==> config.mk <==
export PLATFORM = sky130hd
export DESIGN_NAME = spi_byte_master
export DESIGN_NICKNAME = d
export VERILOG_FILES = /design/src/rtl/spim_pkg.sv /design/src/rtl/spim_ctrl.sv /design/src/rtl/spim_datapath.sv /design/src/rtl/spi_byte_master.sv
export SDC_FILE = /design/constraint.sdc
export NUM_CORES = 1
export LEC_CHECK = 0
export ABC_AREA = 1
export BUFFER_PORTS_ARGS = -buffer_cell sky130_fd_sc_hd__buf_2
export CORE_UTILIZATION = 28
export CTS_CLUSTER_DIAMETER = 200
export CTS_CLUSTER_SIZE = 20
export DETAILED_ROUTE_END_ITERATION = 6
export SKIP_CTS_REPAIR_TIMING = 1
export SKIP_LAST_GASP = 1
export SLEW_MARGIN = 20
export SYNTH_ARGS = -nofsm -noshare
export SYNTH_HDL_FRONTEND = slang
export SYNTH_SLANG_ARGS = --single-unit
export TNS_END_PERCENT = 50
==> constraint.sdc <==
create_clock -name clk -period 5.7 [get_ports clk]
set_input_delay 0.57 -clock clk [delete_from_list [all_inputs] [get_ports clk]]
set_output_delay 0.57 -clock clk [all_outputs]
set_load 0.005 [all_outputs]
==> src/rtl/spim_pkg.sv <==
package spim_pkg;
  // word index = byte offset >> 2
  localparam int REG_CTRL  = 0;
  localparam int REG_STAT  = 1;
  localparam int REG_SYS   = 2;
  localparam int REG_TX    = 3;
  localparam int REG_RX    = 4;
  localparam int REG_CTRL2 = 5;

  // control field positions
  localparam int DIVN_W   = 5;
  localparam int BIT_PRE  = 5;
  localparam int BIT_CPOL = 6;
  localparam int BIT_CPHA = 7;

  typedef struct packed {
    logic load;    // capture transmit byte, clear receive shifter
    logic sample;  // take one bit from the data-in pin
    logic shift;   // advance data-out to the next bit
    logic finish;  // move the assembled byte into the receive buffer
  } engStrobe_t;
endpackage

==> src/rtl/spim_ctrl.sv <==
module spim_ctrl
  import spim_pkg::*;
#(
  parameter int ADDR_W     = 5,
  parameter int DATA_W     = 32,
  parameter int FRAME_BITS = 8,
  parameter int PRE_LO     = 16,
  parameter int PRE_HI     = 128
) (
  input  logic                  clk,
  input  logic                  rstN,
  input  logic                  busWrite,
  input  logic                  busRead,
  input  logic [ADDR_W-1:0]     busAddr,
  input  logic [DATA_W-1:0]     busWdata,
  output logic [DATA_W-1:0]     busRdata,
  input  logic [FRAME_BITS-1:0] rxByte,
  output engStrobe_t            strobe,
  output logic                  sclk,
  output logic                  csN,
  output logic                  busy,
  output logic                  rxFull,
  output logic                  masterEn,
  output logic                  idleCpol
);
  localparam int EDGES  = 2 * FRAME_BITS;
  localparam int EDGE_W = $clog2(EDGES);
  localparam int HALF_W = $clog2(PRE_HI * (2 ** DIVN_W)) + 1;
  localparam int IDX_W  = ADDR_W - 2;

  logic [7:0] ctrlReg, sysReg, ctrl2Reg, actCtrl;
  logic [HALF_W-1:0] divCnt, halfLen, preVal, nPlus;
  logic [EDGE_W-1:0] edgeCnt;
  logic sclkLvl, tick, lastEdge, start;
  logic [IDX_W-1:0] idx;
  logic unusedBits;

  assign idx        = busAddr[ADDR_W-1:2];
  assign unusedBits = ^{busWdata, busAddr[1:0]};

  assign start    = busWrite && (idx == IDX_W'(REG_TX)) && !busy && sysReg[0];
  assign preVal   = actCtrl[BIT_PRE] ? HALF_W'(PRE_HI) : HALF_W'(PRE_LO);
  assign nPlus    = HALF_W'(actCtrl[DIVN_W-1:0]) + HALF_W'(1);
  assign halfLen  = preVal * nPlus;
  assign tick     = busy && (divCnt == halfLen - HALF_W'(1));
  assign lastEdge = (edgeCnt == EDGE_W'(EDGES - 1));

  // CPHA=0 samples on leading (even) edges, CPHA=1 on trailing (odd) edges
  always_comb begin
    strobe.load   = start;
    strobe.sample = tick && (edgeCnt[0] == actCtrl[BIT_CPHA]);
    strobe.shift  = tick && (edgeCnt[0] != actCtrl[BIT_CPHA]) &&
                    (edgeCnt != '0) && !lastEdge;
    strobe.finish = tick && lastEdge;
  end

  always_ff @(posedge clk or negedge rstN) begin
    if (!rstN) begin
      ctrlReg  <= '0;
      sysReg   <= 8'h40;
      ctrl2Reg <= '0;
    end else if (busWrite) begin
      case (idx)
        IDX_W'(REG_CTRL):  ctrlReg  <= busWdata[7:0];
        IDX_W'(REG_SYS):   sysReg   <= busWdata[7:0];
        IDX_W'(REG_CTRL2): ctrl2Reg <= busWdata[7:0];
        default: ;
      endcase
    end
  end

  always_ff @(posedge clk or negedge rstN) begin
    if (!rstN) begin
      busy    <= 1'b0;
      actCtrl <= '0;
      divCnt  <= '0;
      edgeCnt <= '0;
      sclkLvl <= 1'b0;
    end else if (start) begin
      busy    <= 1'b1;
      actCtrl <= ctrlReg;
      divCnt  <= '0;
      edgeCnt <= '0;
      sclkLvl <= 1'b0;
    end else if (busy) begin
      if (tick) begin
        divCnt  <= '0;
        sclkLvl <= ~sclkLvl;
        edgeCnt <= edgeCnt + EDGE_W'(1);
        if (lastEdge) busy <= 1'b0;
      end else begin
        divCnt <= divCnt + HALF_W'(1);
      end
    end
  end

  always_ff @(posedge clk or negedge rstN) begin
    if (!rstN) begin
      rxFull <= 1'b0;
    end else if (strobe.finish) begin
      rxFull <= 1'b1;
    end else if (busRead && idx == IDX_W'(REG_RX)) begin
      rxFull <= 1'b0;
    end else if (busWrite && idx == IDX_W'(REG_STAT) && !busWdata[2]) begin
      rxFull <= 1'b0;
    end
  end

  always_comb begin
    busRdata = '0;
    case (idx)
      IDX_W'(REG_CTRL):  busRdata[7:0] = ctrlReg;
      IDX_W'(REG_STAT):  busRdata[2:0] = {rxFull, 1'b0, busy};
      IDX_W'(REG_SYS):   busRdata[7:0] = sysReg;
      IDX_W'(REG_RX):    busRdata[FRAME_BITS-1:0] = rxByte;
      IDX_W'(REG_CTRL2): busRdata[7:0] = ctrl2Reg;
      default: ;
    endcase
  end

  assign idleCpol = ctrlReg[BIT_CPOL];
  assign sclk     = sclkLvl ^ (busy ? actCtrl[BIT_CPOL] : ctrlReg[BIT_CPOL]);
  assign csN      = sysReg[6];
  assign masterEn = sysReg[0];
endmodule

==> src/rtl/spim_datapath.sv <==
module spim_datapath
  import spim_pkg::*;
#(
  parameter int FRAME_BITS = 8
) (
  input  logic                  clk,
  input  logic                  rstN,
  input  engStrobe_t            strobe,
  input  logic [FRAME_BITS-1:0] txByte,
  input  logic                  miso,
  output logic                  mosi,
  output logic [FRAME_BITS-1:0] rxByte
);
  logic [FRAME_BITS-1:0] txSh, rxSh, rxNext;

  assign rxNext = strobe.sample ? {rxSh[FRAME_BITS-2:0], miso} : rxSh;

  always_ff @(posedge clk or negedge rstN) begin
    if (!rstN) begin
      txSh   <= '0;
      rxSh   <= '0;
      rxByte <= '0;
    end else begin
      if (strobe.load) begin
        txSh <= txByte;
        rxSh <= '0;
      end else begin
        if (strobe.shift) txSh <= {txSh[FRAME_BITS-2:0], 1'b0};
        rxSh <= rxNext;
      end
      if (strobe.finish) rxByte <= rxNext;
    end
  end

  assign mosi = txSh[FRAME_BITS-1];
endmodule

==> src/rtl/spi_byte_master.sv <==
module spi_byte_master
  import spim_pkg::*;
#(
  parameter int ADDR_W     = 5,
  parameter int DATA_W     = 32,
  parameter int FRAME_BITS = 8,
  parameter int PRE_LO     = 16,
  parameter int PRE_HI     = 128
) (
  input  logic              clk,
  input  logic              rstN,
  input  logic              busWrite,
  input  logic              busRead,
  input  logic [ADDR_W-1:0] busAddr,
  input  logic [DATA_W-1:0] busWdata,
  output logic [DATA_W-1:0] busRdata,
  output logic              sclk,
  output logic              mosi,
  input  logic              miso,
  output logic              csN
);
  engStrobe_t strobe;
  logic [FRAME_BITS-1:0] rxByte;
  logic busy, rxFull, masterEn, idleCpol;

  spim_ctrl #(
    .ADDR_W(ADDR_W), .DATA_W(DATA_W), .FRAME_BITS(FRAME_BITS),
    .PRE_LO(PRE_LO), .PRE_HI(PRE_HI)
  ) u_ctrl (
    .clk(clk), .rstN(rstN), .busWrite(busWrite), .busRead(busRead),
    .busAddr(busAddr), .busWdata(busWdata), .busRdata(busRdata),
    .rxByte(rxByte), .strobe(strobe), .sclk(sclk), .csN(csN),
    .busy(busy), .rxFull(rxFull), .masterEn(masterEn), .idleCpol(idleCpol)
  );

  spim_datapath #(.FRAME_BITS(FRAME_BITS)) u_dp (
    .clk(clk), .rstN(rstN), .strobe(strobe),
    .txByte(busWdata[FRAME_BITS-1:0]), .miso(miso),
    .mosi(mosi), .rxByte(rxByte)
  );
endmodule

==> flow_metrics.py, run 1 <==
metrics = {
    "outcome": {
        "outcome": "completed",
    },
    "setup_path": {
        "path_class": "reg2reg",
        "cp_data_required_time_ns": 5.98,
        "critical-path-slowest-cell": "dfrtp_1",
        "reg2reg_depth": 18,
        "r2r_slack_ns": 1.13,
        "r2r_start": "u_ctrl.actCtrl[0]",
        "path_max_fanout": 12,
        "critPathMaxStageDelay_ns": 0.44,
        "reg2reg_to": "u_dp.rxByte[0]",
        "crit_chain": "ha_1, nand3_1, xor2_1, nor2_1, ha_1, xnor2_1, ha_1, ha_1, ha_1, a21oi_1, o21ai_0, nor2_1, nand2_1, nand2_1, nand4_1, nor2_2, nand3_1, nand2_1",
        "cpMostUsedCell": "ha_1",
        "endpoint_kind": "flip-flop",
        "crit_arrival_ns": 4.85,
        "cp-start-kind": "flip-flop",
    },
    "timing": {
        "finClkSkew_ns": 0.00738,
        "timing.final.max_slew_violations": 0,
        "finalHoldViolCount": 0,
        "tns_ns": 0,
        "finalCritPeriodShare": 0.803,
        "rsz0062_at_grt": "no",
        "final-setup-viol-count": 0,
        "tightest_slew_ns": 0.972,
        "fmax_mhz": 219,
        "max-slew-margin-rel": 0.352,
        "post-route-min-period_ns": 4.57,
    },
    "synth": {
        "syn_inst": 626,
        "synth_seq_area_share": 0.403,
        "ys.warnings.count": 0,
        "synth_edf_count": 0,
        "yosys-top-cells-area": "dfrtp_1, nand2_1, ha_1",
        "synthDistinctLibCells": 38,
        "yosysMostFrequentCell": "nand2_1",
        "synth_top_area_share": 0.397,
        "yosysTopAreaCell": "dfrtp_1",
        "yosys_register_bits": 76,
        "async_flop_share": 1.00,
        "ys.flop_type": "dfrtp_1",
        "syn_area_per_cell_um2": 7.55,
        "netlist_area_um2": 4730,
        "yosys-top-cells-count": "nand2_1, dfrtp_1, inv_1",
    },
    "final_layout": {
        "n_fill_cell": 1732,
        "drive_gt1_frac": 0.0944,
        "multi_input_comb_area_um2": 2370,
        "register_area_um2": 1900,
        "antenna_cells": 0,
        "fin_cells": 877,
        "finalInstanceArea_um2": 5320,
        "syn2layout_area_growth_pct": 12.4,
        "finalNetCount": 716,
    },
    "drt": {
        "met3_wirelength_um": 341,
        "detail_route.wl_per_cell_um": 12.1,
        "dr.first_iter.drc_count": 214,
        "drc": 0,
        "via_per_inst": 4.40,
        "vias": 3855,
        "routed_wl_mm": 10.6,
        "dr_wl_met2_mm": 4.70,
        "drt-pass1-iter-count": 4,
        "highest_layer": "met4",
        "wl_met1_mm": 5.36,
        "ant_nets": 0,
    },
    "cts": {
        "clk_pin_slew_ns": 0.06,
        "cts_buffers": 9,
        "htree_levels": 3,
        "cts_root_buffer": "clkbuf_16",
        "cts.sinks": 76,
        "clockBufferDepth": 2,
        "cts_tree": "built",
        "clock_latency_ns": 0.34,
    },
    "placement": {
        "place_area_um2": 4990,
        "port-buffer-count": 26,
        "hpwl_mm": 7.72,
        "gp_congestion": 0.814,
        "place_inst": 861,
    },
    "pwr": {
        "leakagePower_uw": 0.00266,
        "vdd_ir_drop_max_uv": 198,
        "power_density_nw_per_um2": 244,
    },
    "floorplanning": {
        "core_um2": 16500,
        "die_width_um": 132,
        "die_height_um": 132,
        "initial_core_util": 0.286,
        "io_pins": 77,
        "die-area_um2": 17400,
        "num_rows": 47,
    },
    "grt": {
        "overflow": 0,
        "grt_usage": 0.127,
        "grt_max_degree": 77,
        "grt_pass1_vias": 3558,
        "grt_pass1_wl_mm": 17.6,
        "grt_antenna_before_repair": 0,
    },
    "run": {
        "max_cap_violations": 0,
    },
    "hold_path": {
        "min_path_type": "in2async",
    },
}
cell families (layout without fill, tap and decap cells):
family | count (synthesis) | in the layout | synth area share
AND/OR/NAND/NOR | 316 | 316 | 0.293
buffers and inverters | 114 | 122 | 0.114
flip-flops | 76 | 76 | 0.403
AO/OA/AOI/OAI | 74 | 74 | 0.0887
adder cells (fa/ha/maj) | 22 | 22 | 0.0582
XOR/XNOR | 22 | 22 | 0.0408
other | 1 | 24 | 0.000793
multiplexers | 1 | 1 | 0.00212
layout make-up:
class	instances	area share
multi-input combinational	459	0.447
sequential	76	0.358
inverter	79	0.0558
tap	220	0.0518
clock buffer	11	0.0457
timing repair buffer	27	0.0264
clock inverter	5	0.0158
registers in the layout, summed over array words and instances (netlist names), 4 cells and up:
signal,flops
u_dp.txSh,8
u_ctrl.ctrlReg,8
u_ctrl.divCnt,13
u_ctrl.ctrl2Reg,8
u_dp.rxSh,8
u_ctrl.edgeCnt,4
u_ctrl.actCtrl,8
u_dp.rxByte,8
u_ctrl.sysReg,8
report_power, final:
part           internal [uW]  total [uW]  switching, uW
clock network            397         626            229
registers                573         591           18.4
logic                   27.4        79.5           52.1
critical path: cells and delay by family (launching register included):
family | cells | cell delay [ns]
adder cells (fa/ha/maj) | 5 | 1.48
AND/OR/NAND/NOR | 9 | 1.76
AO/OA/AOI/OAI | 2 | 0.35
XOR/XNOR | 2 | 0.48
flip-flops | 1 | 0.44
per-stage QoR:
| step | setup WS [ns] | power [uW] | hold slack (ns) | util |
|---|---|---|---|---|
| 3_5_place_dp | 1.16 | 682 | 0.462 | 0.302 |
| 3_3_place_gp | 1.16 | 680 | 0.458 | 0.302 |
| 4_1_cts | 1.15 | 1310 | 0.434 | 0.322 |
| 2_1_floorplan | 1.97 | 653 | 0.274 | - |
| 6_report | 1.13 | 1300 | 0.383 | 0.322 |
| 5_1_grt | 0.719 | 1340 | 0.460 | 0.322 |
how the worst max path moves through the flow:
stage / cells past startpoint / to / start / slack [ns]
final: 18 / u_dp.rxByte[0] / u_ctrl.actCtrl[0] / 1.13
after global placement: 18 / u_dp.rxByte[0] / u_ctrl.actCtrl[0] / 1.16
after floorplan: 18 / u_ctrl.divCnt[12] / u_ctrl.actCtrl[0] / 1.97
after CTS: 18 / u_dp.rxByte[0] / u_ctrl.actCtrl[0] / 1.15
after detailed placement: 18 / u_dp.rxByte[0] / u_ctrl.actCtrl[0] / 1.16
after global routing: 18 / u_dp.rxByte[0] / u_ctrl.actCtrl[0] / 0.72
per-layer routing:
metal / vias to the layer above / GRT usage
met5: - / 0
met4: 0 / 0.0472
met3: 10 / 0.0258
met2: 58 / 0.197
met1: 1760 / 0.173
li1: 2027 / -
layout by cell type (no fill, tap or decap), drive strengths merged, types with 4 or more instances in the layout:
cell type / instances
nand2: 197
inv: 76
dfrtp: 75
nand3: 54
o21ai: 53
nor2: 38
buf: 27
conb: 24
ha: 22
xor2: 16
nand4: 12
nor3: 11
clkbuf: 11
o2111ai: 6
xnor2: 6
o22ai: 5
clkinv: 4
a21oi: 4
Power figures use the tool's default switching activity.
==> run 2: changes to the inputs <==
- ABC_AREA: 1 -> 0
- clock period: 5.7 -> 4.2 ns (I/O delays scaled with it)
==> run 2 against run 1 <==
Compared with the run above:
- first-iteration DRC count decreased by 31%
- critical path type unchanged
- non-clock buffer count rose by 19
- total power rose to 3.0 times the previous value
- largest cell class unchanged
- critical endpoint is now u_dp.txSh[4]
- highest routed layer unchanged
- final cell count decreased by 16%
- sequential power rose by 84%
==> flow_metrics.py, run 2 <==
metrics = {
    "setup_path": {
        "critical-path-slowest-cell": "or4_4",
        "crit_chain": "nand2_1, or4_4, ha_4, xnor2_1, ha_1, ha_4, ha_4, buf_4, nand2_1, o31ai_2, a21oi_2, xnor2_2, nand4_4, a211oi_4, buf_12, mux2_2",
        "r2r_slack_ns": 0.15,
        "cpMostUsedCell": "ha_4",
        "cp-start-kind": "flip-flop",
        "path_class": "reg2reg",
        "critPathMaxStageDelay_ns": 0.50,
        "critPathBufInv": 2,
        "path_max_fanout": 8,
        "path_delay_family": "adder cells",
        "crit_arrival_ns": 4.25,
        "cp_data_required_time_ns": 4.40,
        "endpoint_kind": "flip-flop",
    },
    "synth": {
        "synth_top_area_share": 0.410,
        "ys.warnings.count": 0,
        "yosys-top-cells-count": "nand2_1, dfrtp_1, mux2_2",
        "synth_edf_count": 0,
        "netlist_area_um2": 4580,
        "synthDistinctLibCells": 48,
        "async_flop_share": 1.00,
        "syn_inst": 474,
        "yosys-top-cells-area": "dfrtp_1, mux2_2, nand2_1",
        "synth_seq_area_share": 0.416,
        "syn_area_per_cell_um2": 9.66,
        "yosysTopAreaCell": "dfrtp_1",
        "ys.flop_type": "dfrtp_1",
        "yosysMostFrequentCell": "nand2_1",
        "yosys_register_bits": 76,
    },
    "pwr": {
        "p_comb_frac": 0.500,
        "switchingPower_uw": 1490,
        "p_clk_frac": 0.220,
        "vdd_ir_drop_max_uv": 370,
        "power_frac_seq": 0.280,
        "power_density_nw_per_um2": 712,
        "leakagePower_uw": 0.00256,
        "cell_internal_pwr_uw": 2410,
        "p_total_uw": 3900,
        "p_sw_frac": 0.382,
    },
    "cts": {
        "cts.sinks": 76,
        "cts_tree": "built",
        "clockBufferDepth": 2,
        "clock_latency_ns": 0.32,
        "htree_levels": 3,
        "cts_root_buffer": "clkbuf_16",
        "clk_pin_slew_ns": 0.06,
        "cts_buffers": 9,
    },
    "drt": {
        "detail_route.wl_per_cell_um": 13.5,
        "dr.first_iter.drc_count": 147,
        "routed_wl_mm": 9.94,
        "via_per_inst": 4.77,
        "met3_wirelength_um": 348,
        "wl_met1_mm": 4.67,
        "vias": 3506,
        "highest_layer": "met4",
        "drt-pass1-iter-count": 4,
        "dr_wl_met2_mm": 4.85,
        "ant_nets": 0,
        "drc": 0,
    },
    "final_layout": {
        "n_fill_cell": 1605,
        "largest_register": "u_ctrl.divCnt",
        "drive_gt1_frac": 0.250,
        "mostFrequentLayoutCells": "nand2_1, dfrtp_1, mux2_2, buf_2",
        "syn2layout_area_growth_pct": 19.6,
        "finalNetCount": 579,
        "largest_reg_flops": 13,
        "final_common_cell": "nand2_1",
        "fin_cells": 735,
        "antenna_cells": 0,
    },
    "placement": {
        "pre_cts_ws_ns": -0.0828,
        "port-buffer-count": 26,
        "place_inst": 715,
        "gp_congestion": 0.824,
        "hpwl_mm": 7.14,
    },
    "grt": {
        "grt_max_degree": 77,
        "overflow": 0,
        "grt_usage": 0.122,
        "grt_pass1_wl_mm": 16.5,
        "grt_antenna_before_repair": 0,
        "grt_pass1_vias": 3428,
    },
    "floorplanning": {
        "core_um2": 15900,
        "die_height_um": 130,
        "io_pins": 77,
        "initial_core_util": 0.287,
        "die_width_um": 130,
        "die-area_um2": 16900,
        "num_rows": 46,
    },
    "timing": {
        "fmax_mhz": 247,
        "tns_ns": 0,
        "timing.final.max_slew_violations": 0,
        "fin_ws_ns": 0.154,
        "holdWs_ns": 0.225,
        "finClkSkew_ns": 0.0114,
        "rsz0062_at_grt": "no",
        "max-slew-margin-rel": 0.312,
        "finalHoldViolCount": 0,
        "post-route-min-period_ns": 4.05,
        "finalCritPeriodShare": 0.963,
        "final-setup-viol-count": 0,
        "tightest_slew_ns": 1.03,
    },
    "outcome": {
        "outcome": "completed",
    },
    "run": {
        "max_cap_violations": 0,
    },
    "hold_path": {
        "min_path_type": "in2async",
    },
}
[run 2: final timing paths]
| kind | cells past startpoint | to | start |
|---|---|---|---|
| setup / recovery | 16 | u_dp.txSh[4] | u_ctrl.actCtrl[1] |
| hold / removal | 1 | u_ctrl.ctrl2Reg[5] | rstN |
| setup reg to reg | 16 | u_dp.txSh[4] | u_ctrl.actCtrl[1] |
| hold reg to reg | 2 | u_ctrl.actCtrl[6] | u_ctrl.actCtrl[6] |
| max in group asynchronous | 1 | u_ctrl.actCtrl[0] | rstN |
| min in group clk | 3 | u_dp.rxSh[0] | miso |
[run 2: cell families after synthesis]
group / share of synthesized area
buffers and inverters: 0.0681
XOR/XNOR: 0.0590
AND/OR/NAND/NOR: 0.176
flip-flops: 0.416
AO/OA/AOI/OAI: 0.0667
adder cells (fa/ha/maj): 0.0601
other: 0.000819
multiplexers: 0.153
[run 2: per-layer routing]
layer	up-vias	global-route usage
li1	1665	-
met1	1748	0.162
met2	85	0.206
met3	8	0.0250
met4	0	0.0274
met5	-	0
[run 2: layout make-up]
class	count	area (um2)	area share
clock buffers	11	233	0.0425
multi-input cells	364	2590	0.473
repair buffers	46	308	0.0562
well taps	216	270	0.0494
inverters	18	67.6	0.0123
flip-flops and latches	76	1910	0.348
clock inverters	4	98.8	0.0181
[run 2: power groups by stage]
stage | Sequential [uW] | Clock (uW) | Combinational (uW)
finish | 1090 | 859 | 1950
global route | 1120 | 908 | 2160
CTS | 1080 | 876 | 1670
detailed placement | 1090 | 0 | 1650
global placement | 1080 | 0 | 1590
floorplan | 1030 | 0 | 1290
[run 2: stage by stage]
step | cell area (um2) | util
after floorplan | 4660 | -
after global placement | 4950 | 0.311
after detailed placement | 4950 | 0.311
after global routing | 5480 | 0.343
final | 5480 | 0.343
after CTS | 5290 | 0.332
